**config.mk**
```make
export PLATFORM = sky130hd
export DESIGN_NAME = irq_vector_ctrl
export DESIGN_NICKNAME = d
export VERILOG_FILES = /design/src/rtl/ivc_pkg.sv /design/src/rtl/ivc_sync.sv /design/src/rtl/ivc_detect.sv /design/src/rtl/ivc_arbiter.sv /design/src/rtl/ivc_prio_stack.sv /design/src/rtl/irq_vector_ctrl.sv
export SDC_FILE = /design/constraint.sdc
export NUM_CORES = 1
export LEC_CHECK = 0
export BUFFER_PORTS_ARGS = -buffer_cell sky130_fd_sc_hd__buf_2
export CORE_UTILIZATION = 27
export DETAILED_ROUTE_END_ITERATION = 10
export RECOVER_POWER = 25
export SLEW_MARGIN = 5
export SYNTH_ARGS = -nofsm -noshare
export SYNTH_HDL_FRONTEND = slang
export SYNTH_SLANG_ARGS = --single-unit
```
**constraint.sdc**
```tcl
create_clock -name clk -period 24.3 [get_ports clk]
set_clock_uncertainty 0.05 [all_clocks]
set_input_delay 1.215 -clock clk [delete_from_list [all_inputs] [get_ports clk]]
set_output_delay 1.215 -clock clk [all_outputs]
set_load 0.005 [all_outputs]
```
**src/rtl/ivc_pkg.sv**
```systemverilog
package ivc_pkg;

  localparam int PRIO_W   = 3;
  localparam int N_LEVELS = 1 << PRIO_W;
  localparam int ADDR_W   = 6;
  localparam int DATA_W   = 32;
  localparam int DEPTH_W  = 4;

  typedef logic [PRIO_W-1:0] prio_t;

  // Per-source configuration word, bits [4:0] of the config register
  typedef struct packed {
    logic  invert;     // bit 4: active-low / falling (external only)
    logic  edge_mode;  // bit 3: 1 edge latch, 0 level
    prio_t prio;       // bits [2:0]
  } src_cfg_t;

  localparam int CFG_W = $bits(src_cfg_t);

  localparam logic [ADDR_W-1:0] A_MASK_SET = 6'h00;
  localparam logic [ADDR_W-1:0] A_MASK_CLR = 6'h01;
  localparam logic [ADDR_W-1:0] A_MASK     = 6'h02;
  localparam logic [ADDR_W-1:0] A_PEND     = 6'h03;
  localparam logic [ADDR_W-1:0] A_VEC      = 6'h04;
  localparam logic [ADDR_W-1:0] A_EOI      = 6'h05;
  localparam logic [ADDR_W-1:0] A_SPUR     = 6'h06;
  localparam logic [ADDR_W-1:0] A_LEVEL    = 6'h07;

  localparam logic [1:0] PAGE_CFG = 2'b01;
  localparam logic [1:0] PAGE_VEC = 2'b10;

endpackage

```
**src/rtl/ivc_sync.sv**
```systemverilog
module ivc_sync #(
  parameter int W      = 1,
  parameter int STAGES = 2
) (
  input  logic         clk,
  input  logic         rst_n,
  input  logic [W-1:0] d,
  output logic [W-1:0] q
);

  logic [W-1:0] stg [STAGES];

  always_ff @(posedge clk or negedge rst_n) begin
    if (!rst_n) begin
      for (int s = 0; s < STAGES; s++) stg[s] <= '0;
    end else begin
      stg[0] <= d;
      for (int s = 1; s < STAGES; s++) stg[s] <= stg[s-1];
    end
  end

  assign q = stg[STAGES-1];

endmodule

```
**src/rtl/ivc_detect.sv**
```systemverilog
module ivc_detect
  import ivc_pkg::*;
#(
  parameter int N_INT = 5,
  parameter int N_EXT = 3,
  localparam int NSRC = N_INT + N_EXT
) (
  input  logic                 clk,
  input  logic                 rst_n,
  input  logic [NSRC-1:0]      raw,
  input  src_cfg_t [NSRC-1:0]  cfg,
  input  logic [NSRC-1:0]      clr,
  output logic [NSRC-1:0]      pend
);

  for (genvar i = 0; i < NSRC; i++) begin : g_src
    logic pol;
    logic prev_q;
    logic latch_q;
    logic act_now;
    logic act_prev;
    logic hit;

    // Internal sources have a fixed sense; external ones honour inversion
    if (i >= N_INT) begin : g_ext
      assign pol = cfg[i].invert;
    end else begin : g_int
      assign pol = 1'b0;
    end

    assign act_now  = raw[i] ^ pol;
    assign act_prev = prev_q ^ pol;
    assign hit      = act_now & ~act_prev;

    always_ff @(posedge clk or negedge rst_n) begin
      if (!rst_n) begin
        prev_q  <= 1'b0;
        latch_q <= 1'b0;
      end else begin
        prev_q <= raw[i];
        if (!cfg[i].edge_mode)
          latch_q <= 1'b0;
        else if (hit)
          latch_q <= 1'b1;
        else if (clr[i])
          latch_q <= 1'b0;
      end
    end

    assign pend[i] = cfg[i].edge_mode ? latch_q : act_now;
  end

endmodule

```
**src/rtl/ivc_arbiter.sv**
```systemverilog
module ivc_arbiter
  import ivc_pkg::*;
#(
  parameter int NSRC = 8,
  localparam int IDW = (NSRC > 1) ? $clog2(NSRC) : 1
) (
  input  logic [NSRC-1:0]     req,
  input  src_cfg_t [NSRC-1:0] cfg,
  output logic                win_valid,
  output logic [IDW-1:0]      win_id,
  output prio_t               win_prio
);

  // Scan from the top index down; ">=" lets a lower index take ties
  always_comb begin
    win_valid = 1'b0;
    win_id    = '0;
    win_prio  = '0;
    for (int i = NSRC - 1; i >= 0; i--) begin
      if (req[i] && (!win_valid || cfg[i].prio >= win_prio)) begin
        win_valid = 1'b1;
        win_id    = IDW'(i);
        win_prio  = cfg[i].prio;
      end
    end
  end

endmodule

```
**src/rtl/ivc_prio_stack.sv**
```systemverilog
module ivc_prio_stack
  import ivc_pkg::*;
(
  input  logic               clk,
  input  logic               rst_n,
  input  logic               push,
  input  prio_t              push_prio,
  input  logic               pop,
  output logic [DEPTH_W-1:0] depth,
  output prio_t              top,
  output logic               empty
);

  localparam int IW = $clog2(N_LEVELS);

  prio_t              lvl [N_LEVELS];
  logic [DEPTH_W-1:0] dm1;
  logic               do_push;
  logic               do_pop;
  logic               do_swap;

  assign empty   = (depth == '0);
  assign dm1     = depth - 1'b1;
  assign do_swap = push && pop && !empty;
  assign do_push = push && !do_swap && (depth < DEPTH_W'(N_LEVELS));
  assign do_pop  = pop && !push && !empty;

  always_ff @(posedge clk or negedge rst_n) begin
    if (!rst_n)       depth <= '0;
    else if (do_push) depth <= depth + 1'b1;
    else if (do_pop)  depth <= dm1;
  end

  always_ff @(posedge clk) begin
    if (do_push)      lvl[depth[IW-1:0]] <= push_prio;
    else if (do_swap) lvl[dm1[IW-1:0]]   <= push_prio;
  end

  assign top = empty ? '0 : lvl[dm1[IW-1:0]];

endmodule

```
**src/rtl/irq_vector_ctrl.sv**
```systemverilog
module irq_vector_ctrl
  import ivc_pkg::*;
#(
  parameter int N_INT       = 5,
  parameter int N_EXT       = 3,
  parameter int SYNC_STAGES = 2
) (
  input  logic              clk,
  input  logic              rst_n,
  input  logic [N_INT-1:0]  int_src_i,
  input  logic [N_EXT-1:0]  ext_irq_i,
  input  logic              fast_req_i,
  input  logic [5:0]        bus_addr_i,
  input  logic              bus_we_i,
  input  logic              bus_re_i,
  input  logic [31:0]       bus_wdata_i,
  output logic [31:0]       bus_rdata_o,
  output logic              irq_o,
  output logic              fiq_o
);

  localparam int NSRC = N_INT + N_EXT;
  localparam int IDW  = (NSRC > 1) ? $clog2(NSRC) : 1;

  // ---------------- synchronised pins ----------------
  logic [N_EXT-1:0] ext_s;
  logic             fast_s;

  ivc_sync #(.W(N_EXT + 1), .STAGES(SYNC_STAGES)) u_sync (
    .clk   (clk),
    .rst_n (rst_n),
    .d     ({fast_req_i, ext_irq_i}),
    .q     ({fast_s, ext_s})
  );

  // ---------------- registers ----------------
  logic [NSRC-1:0]     mask_q;
  src_cfg_t [NSRC-1:0] cfg_q;
  logic [DATA_W-1:0]   vec_q [NSRC];
  logic [DATA_W-1:0]   spur_q;

  logic [1:0] page;
  logic [3:0] idx;
  assign page = bus_addr_i[5:4];
  assign idx  = bus_addr_i[3:0];

  // ---------------- detection and arbitration ----------------
  logic [NSRC-1:0] pend;
  logic [NSRC-1:0] clr;
  logic            win_valid;
  logic [IDW-1:0]  win_id;
  prio_t           win_prio;

  ivc_detect #(.N_INT(N_INT), .N_EXT(N_EXT)) u_detect (
    .clk   (clk),
    .rst_n (rst_n),
    .raw   ({ext_s, int_src_i}),
    .cfg   (cfg_q),
    .clr   (clr),
    .pend  (pend)
  );

  ivc_arbiter #(.NSRC(NSRC)) u_arb (
    .req       (pend & mask_q),
    .cfg       (cfg_q),
    .win_valid (win_valid),
    .win_id    (win_id),
    .win_prio  (win_prio)
  );

  // ---------------- level stack ----------------
  logic [DEPTH_W-1:0] stk_depth;
  prio_t              stk_top;
  logic               stk_empty;
  logic               ack;
  logic               eoi;

  assign irq_o = win_valid && (stk_empty || win_prio > stk_top);
  assign fiq_o = fast_s;
  assign ack   = bus_re_i && (bus_addr_i == A_VEC) && irq_o;
  assign eoi   = bus_we_i && (bus_addr_i == A_EOI);

  always_comb begin
    clr = '0;
    for (int i = 0; i < NSRC; i++)
      if (ack && win_id == IDW'(i)) clr[i] = 1'b1;
  end

  ivc_prio_stack u_stack (
    .clk       (clk),
    .rst_n     (rst_n),
    .push      (ack),
    .push_prio (win_prio),
    .pop       (eoi),
    .depth     (stk_depth),
    .top       (stk_top),
    .empty     (stk_empty)
  );

  // ---------------- register writes ----------------
  always_ff @(posedge clk or negedge rst_n) begin
    if (!rst_n) begin
      mask_q <= '0;
      cfg_q  <= '0;
      spur_q <= '0;
      for (int i = 0; i < NSRC; i++) vec_q[i] <= '0;
    end else if (bus_we_i) begin
      if (bus_addr_i == A_MASK_SET) mask_q <= mask_q | bus_wdata_i[NSRC-1:0];
      if (bus_addr_i == A_MASK_CLR) mask_q <= mask_q & ~bus_wdata_i[NSRC-1:0];
      if (bus_addr_i == A_SPUR)     spur_q <= bus_wdata_i;
      for (int i = 0; i < NSRC; i++) begin
        if (page == PAGE_CFG && idx == 4'(i)) cfg_q[i] <= src_cfg_t'(bus_wdata_i[CFG_W-1:0]);
        if (page == PAGE_VEC && idx == 4'(i)) vec_q[i] <= bus_wdata_i;
      end
    end
  end

  // ---------------- register reads ----------------
  always_comb begin
    bus_rdata_o = '0;
    if (bus_re_i) begin
      case (bus_addr_i)
        A_MASK_SET, A_MASK_CLR, A_MASK: bus_rdata_o[NSRC-1:0] = mask_q;
        A_PEND:  bus_rdata_o[NSRC-1:0] = pend;
        A_SPUR:  bus_rdata_o = spur_q;
        A_LEVEL: begin
          bus_rdata_o[DEPTH_W-1:0]      = stk_depth;
          bus_rdata_o[DEPTH_W +: PRIO_W] = stk_top;
        end
        A_VEC: begin
          bus_rdata_o = spur_q;
          for (int i = 0; i < NSRC; i++)
            if (irq_o && win_id == IDW'(i)) bus_rdata_o = vec_q[i];
        end
        default: begin
          for (int i = 0; i < NSRC; i++) begin
            if (page == PAGE_CFG && idx == 4'(i)) bus_rdata_o[CFG_W-1:0] = cfg_q[i];
            if (page == PAGE_VEC && idx == 4'(i)) bus_rdata_o = vec_q[i];
          end
        end
      endcase
    end
  end

endmodule

```
==> Word level (Yosys, flattened, before mapping) <==
Memories as Yosys holds them, arrays and structs flattened.
Cells that the tools add are included.
{ "word_totals": {"regBits": 364, "input_bits": 51, "ramBits": 24, "n_memories": 1} }
{ "classes": {"n_reduce_logical": 95, "bitwise": 26, "muxes": 109, "n_eq_ne": 31, "addsub": 2, "order_cmp": 9} }
{ "memory_table": {"columns": ["name", "words", "word_bits", "rd", "rd_clocked_by_memory_dff", "write_ports", "line", "rtl"], "rows": [
  ["u_stack.lvl", 8, 3, 1, 0, 1, "ivc_prio_stack.sv:16", "prio_t lvl [N_LEVELS];"]
]} }
{ "ops": {"columns": ["cell", "count"], "rows": [
  ["two-way mux 32 bit", 21],
  ["one-hot mux 24 bit (3 select lines)", 1],
  ["two-way mux 3 bit", 19],
  ["two-way mux 1 bit", 54],
  ["logical AND 1 bit", 49],
  ["two-way mux 5 bit", 8],
  ["AND reduction 2 bit", 18],
  ["one-hot mux 7 bit (5 select lines)", 1],
  ["== test 6 x 3 -> 1 bit, second input constant", 4],
  ["!= test 3 x 1 -> 1 bit, second input constant", 8],
  ["greater-or-equal comparator 3 bit", 7],
  ["bitwise AND 8 bit", 2],
  ["== test 4 x 3 -> 1 bit, second input constant", 4],
  ["two-way mux 8 bit", 2],
  ["== test 3 bit, second input constant", 4],
  ["== test 6 x 2 -> 1 bit, second input constant", 2],
  ["zero test 1 bit", 10],
  ["bitwise AND 1 bit", 8],
  ["== test 4 x 2 -> 1 bit, second input constant", 2],
  ["zero test 4 bit", 2],
  ["logical OR 1 bit", 8],
  ["two-way mux 4 bit", 2],
  ["NOT 1 bit", 8],
  ["NOT 8 bit", 1],
  ["other kinds (19)", 27]
]} }

==> Depth between registers and ports, before layout <==
{ "depth": {"ltp_word": 46, "ltp_mapped": 66, "mapped_depth_nobuf": 60} }

==> Hierarchy <==
From an unflattened synthesis, not the netlist that was laid out.
{ "unflattened": {"cells_unflattened": 2001, "hier_area_um2": 21839.7} }
{ "modules_own_cells": {"columns": ["mod", "cells_per_inst", "area_each_um2", "instances"], "rows": [
  ["irq_vector_ctrl", 1680, 18341.3, 1],
  ["ivc_prio_stack", 108, 1423.9, 1],
  ["ivc_arbiter", 144, 1141.1, 1],
  ["ivc_detect", 57, 703.2, 1],
  ["ivc_sync", 12, 230.2, 1]
]} }

==> Worst setup path after synthesis <==
No wires, ideal clock.
{ "synth_timing": {"kind": "reg2out", "startpoint": "reg u_sync.stg, in the netlist u_sync.q[2]", "endpoint": "out bus_rdata_o[3]", "stages_incl_launch_ff": 63, "arrival_ps": 12453, "slack_ps": 10582, "cell_sequence": "dfrtp_1 nor2b_1 o311a_1 buf_4 and2_1 ha_1 nand2b_1 a211oi_1 o21ai_1 a32o_1 ha_1 nand2b_1 a211oi_1 o22a_1 nand2b_1 mux2_2 ha_1 nand2b_1 [... 27 more ...] o21ai_0 ha_1 a21oi_1 o21ai_0 a31oi_2 nor2_1 o21ai_0 ha_1 a211oi_1 o21ba_2 a211oi_1 nand2_1 clkbuf_1 clkbuf_1 o22ai_1 a21oi_1 o21ai_0 a222oi_1"} }
{ "synth_via": {"elab_chain_len": 46, "word_cells_on_any_way": 84, "cone_classes": "order compare: 8; eq/ne: 7; mux: 35; bitwise: 2; reduce/logical: 32"} }
{ "synth_lines": {"columns": ["element", "line", "rtl"], "rows": [
  ["start, declared", "ivc_sync.sv:11", "logic [W-1:0] stg [STAGES];"],
  ["XOR 1 bit *", "ivc_detect.sv:31", "assign act_now = raw[i] ^ pol;"],
  ["two-way mux 1 bit *", "ivc_detect.sv:50", "assign pend[i] = cfg[i].edge_mode ? latch_q : act_now;"],
  ["bitwise AND 8 bit *", "irq_vector_ctrl.sv:64", ".req (pend & mask_q),"],
  ["two-way mux 3 bit or two-way mux 1 bit (tied branches)", "ivc_arbiter.sv:20", "if (req[i] && (!win_valid || cfg[i].prio >= win_prio)) begin"],
  ["greater-or-equal comparator 3 bit or zero test 1 bit (tied branches)", "ivc_arbiter.sv:20", null],
  ["logical OR 1 bit", "ivc_arbiter.sv:20", null],
  ["logical AND 1 bit", "ivc_arbiter.sv:20", null],
  ["two-way mux 3 bit or two-way mux 1 bit (tied branches)", "ivc_arbiter.sv:20", null],
  ["[... 24 more ...]", null, null],
  ["via u_arb.win_prio[1]", "ivc_arbiter.sv:11", "output prio_t win_prio"],
  ["greater-than comparator 3 bit *", "irq_vector_ctrl.sv:78", "assign irq_o = win_valid && (stk_empty || win_prio > stk_top);"],
  ["logical OR 1 bit *", "irq_vector_ctrl.sv:78", null],
  ["logical AND 1 bit *", "irq_vector_ctrl.sv:78", null],
  ["logical AND 1 bit", "irq_vector_ctrl.sv:133", "if (irq_o && win_id == IDW'(i)) bus_rdata_o = vec_q[i];"],
  ["two-way mux 32 bit (7 in a row)", "irq_vector_ctrl.sv:133", null],
  ["two-way mux 32 bit *", "irq_vector_ctrl.sv:133", null],
  ["one-hot mux 7 bit (5 select lines) *", "irq_vector_ctrl.sv:122", "case (bus_addr_i)"],
  ["two-way mux 32 bit *", "irq_vector_ctrl.sv:121", "if (bus_re_i) begin"],
  ["end, declared", "irq_vector_ctrl.sv:17", "output logic [31:0] bus_rdata_o,"]
]} }
Mark *: on every way through the listed nets, which the timed path passes. The rest lies on a longest branch.

==> Worst setup path after layout <==
{ "layout_timing": {"startpoint": "reg u_sync.stg, in the netlist u_sync.q[2]", "endpoint": "out bus_rdata_o[1]"} }
Same word-level chain as after synthesis.

==> impl_metrics.yaml <==
timing:
  layout_setup_ws_ps: 6942
  grt_setup_unrepaired: "false"
  period_needed_ps: 17360
  tightest_slew_ps: 7081
  fin_hold_ws_ps: 281.3
  clock.fmax_ghz: 0.05761
  slew_viol_final: 232
  setup_viol_count_final: 0
  final-hold-violation-count: 0
  slew_headroom_pct: -372.1
  post-route-period-util_pct: 71.43
  tns_ps: 0
synthesis:
  yosys_most_used_dff: "dfrtp_1"
  avgSynthCellArea_sq_um: 10.93
  synth-edff-count: 24
  syn-num-nets: 1999
  synth_top_cell_by_area: "dfrtp_1"
  async_flop_share_pct: 93.81
  synthTopCellsByArea: "dfrtp_1 43%, mux2_2 18%, edfxtp_1 3.4%"
  yosysUniqueCellTypes: 82
  synth_warnings: 0
  ys_seq_area_share_pct: 46.80
  synth_top_area_share_pct: 43.36
  yosysMostFrequentCell: "dfrtp_1"
  syn-cell-area_sq_um: 21010
  synth-seq-cells: 388
  synthCells: 1922
  synth_commonest_cells: "364 x dfrtp_1, 338 x mux2_2, 173 x nand2_1, 120 x o21ai_0, 90 x clkbuf_1"
clocking:
  cts_tree: "yes"
  holdBufCountCts: 0
  htree_levels: 2
  clock_sinks: 388
  cts_resized: 0
  clk_latency_ps: 600
  cts-root-buf: "clkbuf_16"
  clk_pin_slew_ps: 60
  clk_path_buf_depth: 3
  cts_setup_buffers: 0
  cts_made_buffers: 46
global_route:
  antenna_found_initial: 6
  grt_max_degree: 125
  first_global_vias: 17390
  grt_pass1_wl_um: 116200
  grt_overflow_total: 0
  grt_usage_pct: 19.77
floorplanning:
  start_util_pct: 27.47
  io_pins: 85
  die_w_um: 280.9
  fp.dieH_um: 280.9
  coreArea_sq_um: 76450
  rows: 101
  fp.dieArea_sq_um: 78920
place:
  io_buffers: 84
  post-place-ws_ps: 7912
  gp_congestion: 0.9424
  dp_hpwl_um: 48310
layout:
  finalNetCount: 2033
  syn2layout_area_growth_pct: 14.38
  drive_gt1_share_pct: 29.24
power:
  power.density_nw_per_um2: 89.44
  leakage_nw: 10.23
  peakVddDrop_v: 0.00009673
status:
  status: "finished with violations"
  violations: "max-capacitance violations, max-slew violations"
detailed_routing:
  drc: 0
  totalWireLength_um: 79220
  num_vias: 17820
  first_pass_iters: 10
  drtIter0Drc: 2443
  vias_per_cell: 5.903
  wl_per_cell_um: 26.24
  antenna_left: 0
worst_hold_path:
  hold_path_class: "flop to flop"
critical_path:
  crit_fanout: 23
  regToRegSetupSlack_ps: 9310
  worst_setup_path_start_kind: "flop"
  critPathKind: "flop to output port"
  required_ps: 23030
  crit_slowest_cell: "a222oi_1"
  arrival_ps: 16090
  startpoint: "u_sync.q[2]$_DFF_PN0_"
  r2r_end: "u_stack.lvl[6][2]$_DFFE_PP_"
  rr_startpoint: "u_sync.q[2]$_DFF_PN0_"
  critPathCaptureType: "output port"
  endpoint: "bus_rdata_o[1]"
  slowest_delay_ps: 750
  ff2ff_path_depth: 56
run:
  maxCapViolations: 3
==> cell families after synthesis <==
logic type      Yosys count  synth area share, %
xor+xnor                  3               0.1251
compound gates          506                17.36
fa+ha+maj                26                1.549
simple gates            457                10.37
mux                     388                20.86
buf+inv                 154                2.937
flops                   388                46.80
==> layout by cell type (no fill, tap or decap), types with 12 or more instances in the layout <==
master,n
clkbuf_16,46
a31oi_1,26
buf_2,74
a221oi_1,28
a211oi_1,29
nand2b_1,21
nor2_1,60
nand3_1,77
o22ai_1,26
mux2_2,338
o21ai_0,120
a21oi_1,74
edfxtp_1,24
buf_4,39
nor3_1,42
nor2b_1,14
nor4_1,19
inv_1,14
clkbuf_1,23
dfrtp_1,364
mux2i_1,44
o221ai_1,14
ha_1,26
nand2_1,165
a222oi_1,55
a21o_1,12
a2111oi_0,12
o211ai_1,12
==> layout make-up <==
class | count | area (sq um)
flip-flops and latches | 388 | 9829
clock buffers | 66 | 1326
well taps | 1030 | 1289
fillers | 7729 | 52430
inverters | 14 | 52.55
multi-input cells | 1380 | 10650
clock inverters | 13 | 163.9
diodes | 2 | 5.005
repair buffers | 126 | 711.9
==> how the worst min path moves through the flow <==
| stage | endpoint | slack, ps | cells past startpoint | from |
|---|---|---|---|---|
| 6_report | u_sync.q[0]$_DFF_PN0_ | 280 | 0 | u_sync.stg[4]$_DFF_PN0_ |
| 5_1_grt | u_sync.q[0]$_DFF_PN0_ | 310 | 0 | u_sync.stg[4]$_DFF_PN0_ |
| 4_1_cts | u_sync.q[0]$_DFF_PN0_ | 290 | 0 | u_sync.stg[4]$_DFF_PN0_ |
| 3_5_place_dp | u_sync.q[1]$_DFF_PN0_ | 290 | 0 | u_sync.stg[5]$_DFF_PN0_ |
| 3_3_place_gp | u_sync.q[3]$_DFF_PN0_ | 290 | 0 | u_sync.stg[7]$_DFF_PN0_ |
| 2_1_floorplan | u_sync.q[0]$_DFF_PN0_ | 280 | 0 | u_sync.stg[4]$_DFF_PN0_ |
==> per-layer routing <==
layer | track usage [%] | wire, um
met2 | 31.19 | 36400
met4 | 9.682 | 3799
met5 | 0 | 65
met1 | 25.18 | 31220
met3 | 4.805 | 7733
==> worst max-delay path, delay by kind of cell (launching register included) <==
family                   cells  cell delay [ps]
AO/OA/AOI/OAI               31             7700
multiplexers                 1              380
flip-flops                   1              390
AND/OR/NAND/NOR             17             3900
adder cells (fa/ha/maj)      8             2480
buffers and inverters        2              580
==> report_power, final <==
group          total [mW]  switching (mW)  internal [mW]
Sequential          0.824          0.0856          0.738
Clock               0.688           0.296          0.393
Combinational       0.636           0.403          0.234
Total                2.15           0.784           1.36
==> flip-flops by register name, indices dropped and copies added (netlist names), named ones only <==
register	flops
u_stack.lvl	24
u_detect.g_src.latch_q	8
u_sync.stg	4
u_detect.g_src.prev_q	3
spur_q	32
u_detect.g_src.act_prev	5
u_sync.q	4
vec_q	256
cfg_q	40
u_stack.depth	4
==> metrics by stage <==
step | util (%) | cell area, sq um | total power, mW | cells
after CTS | 31.46 | 24050 | 2.142 | 3017
after floorplan | - | 21010 | 1.214 | 1922
after detailed placement | 29.51 | 22560 | 1.449 | 2938
final | 31.42 | 24030 | 2.149 | 3019
after global placement | 29.51 | 22560 | 1.436 | 2938
after global routing | 31.42 | 24020 | 2.234 | 3017
No activity file was read; power rests on OpenSTA's default activity.
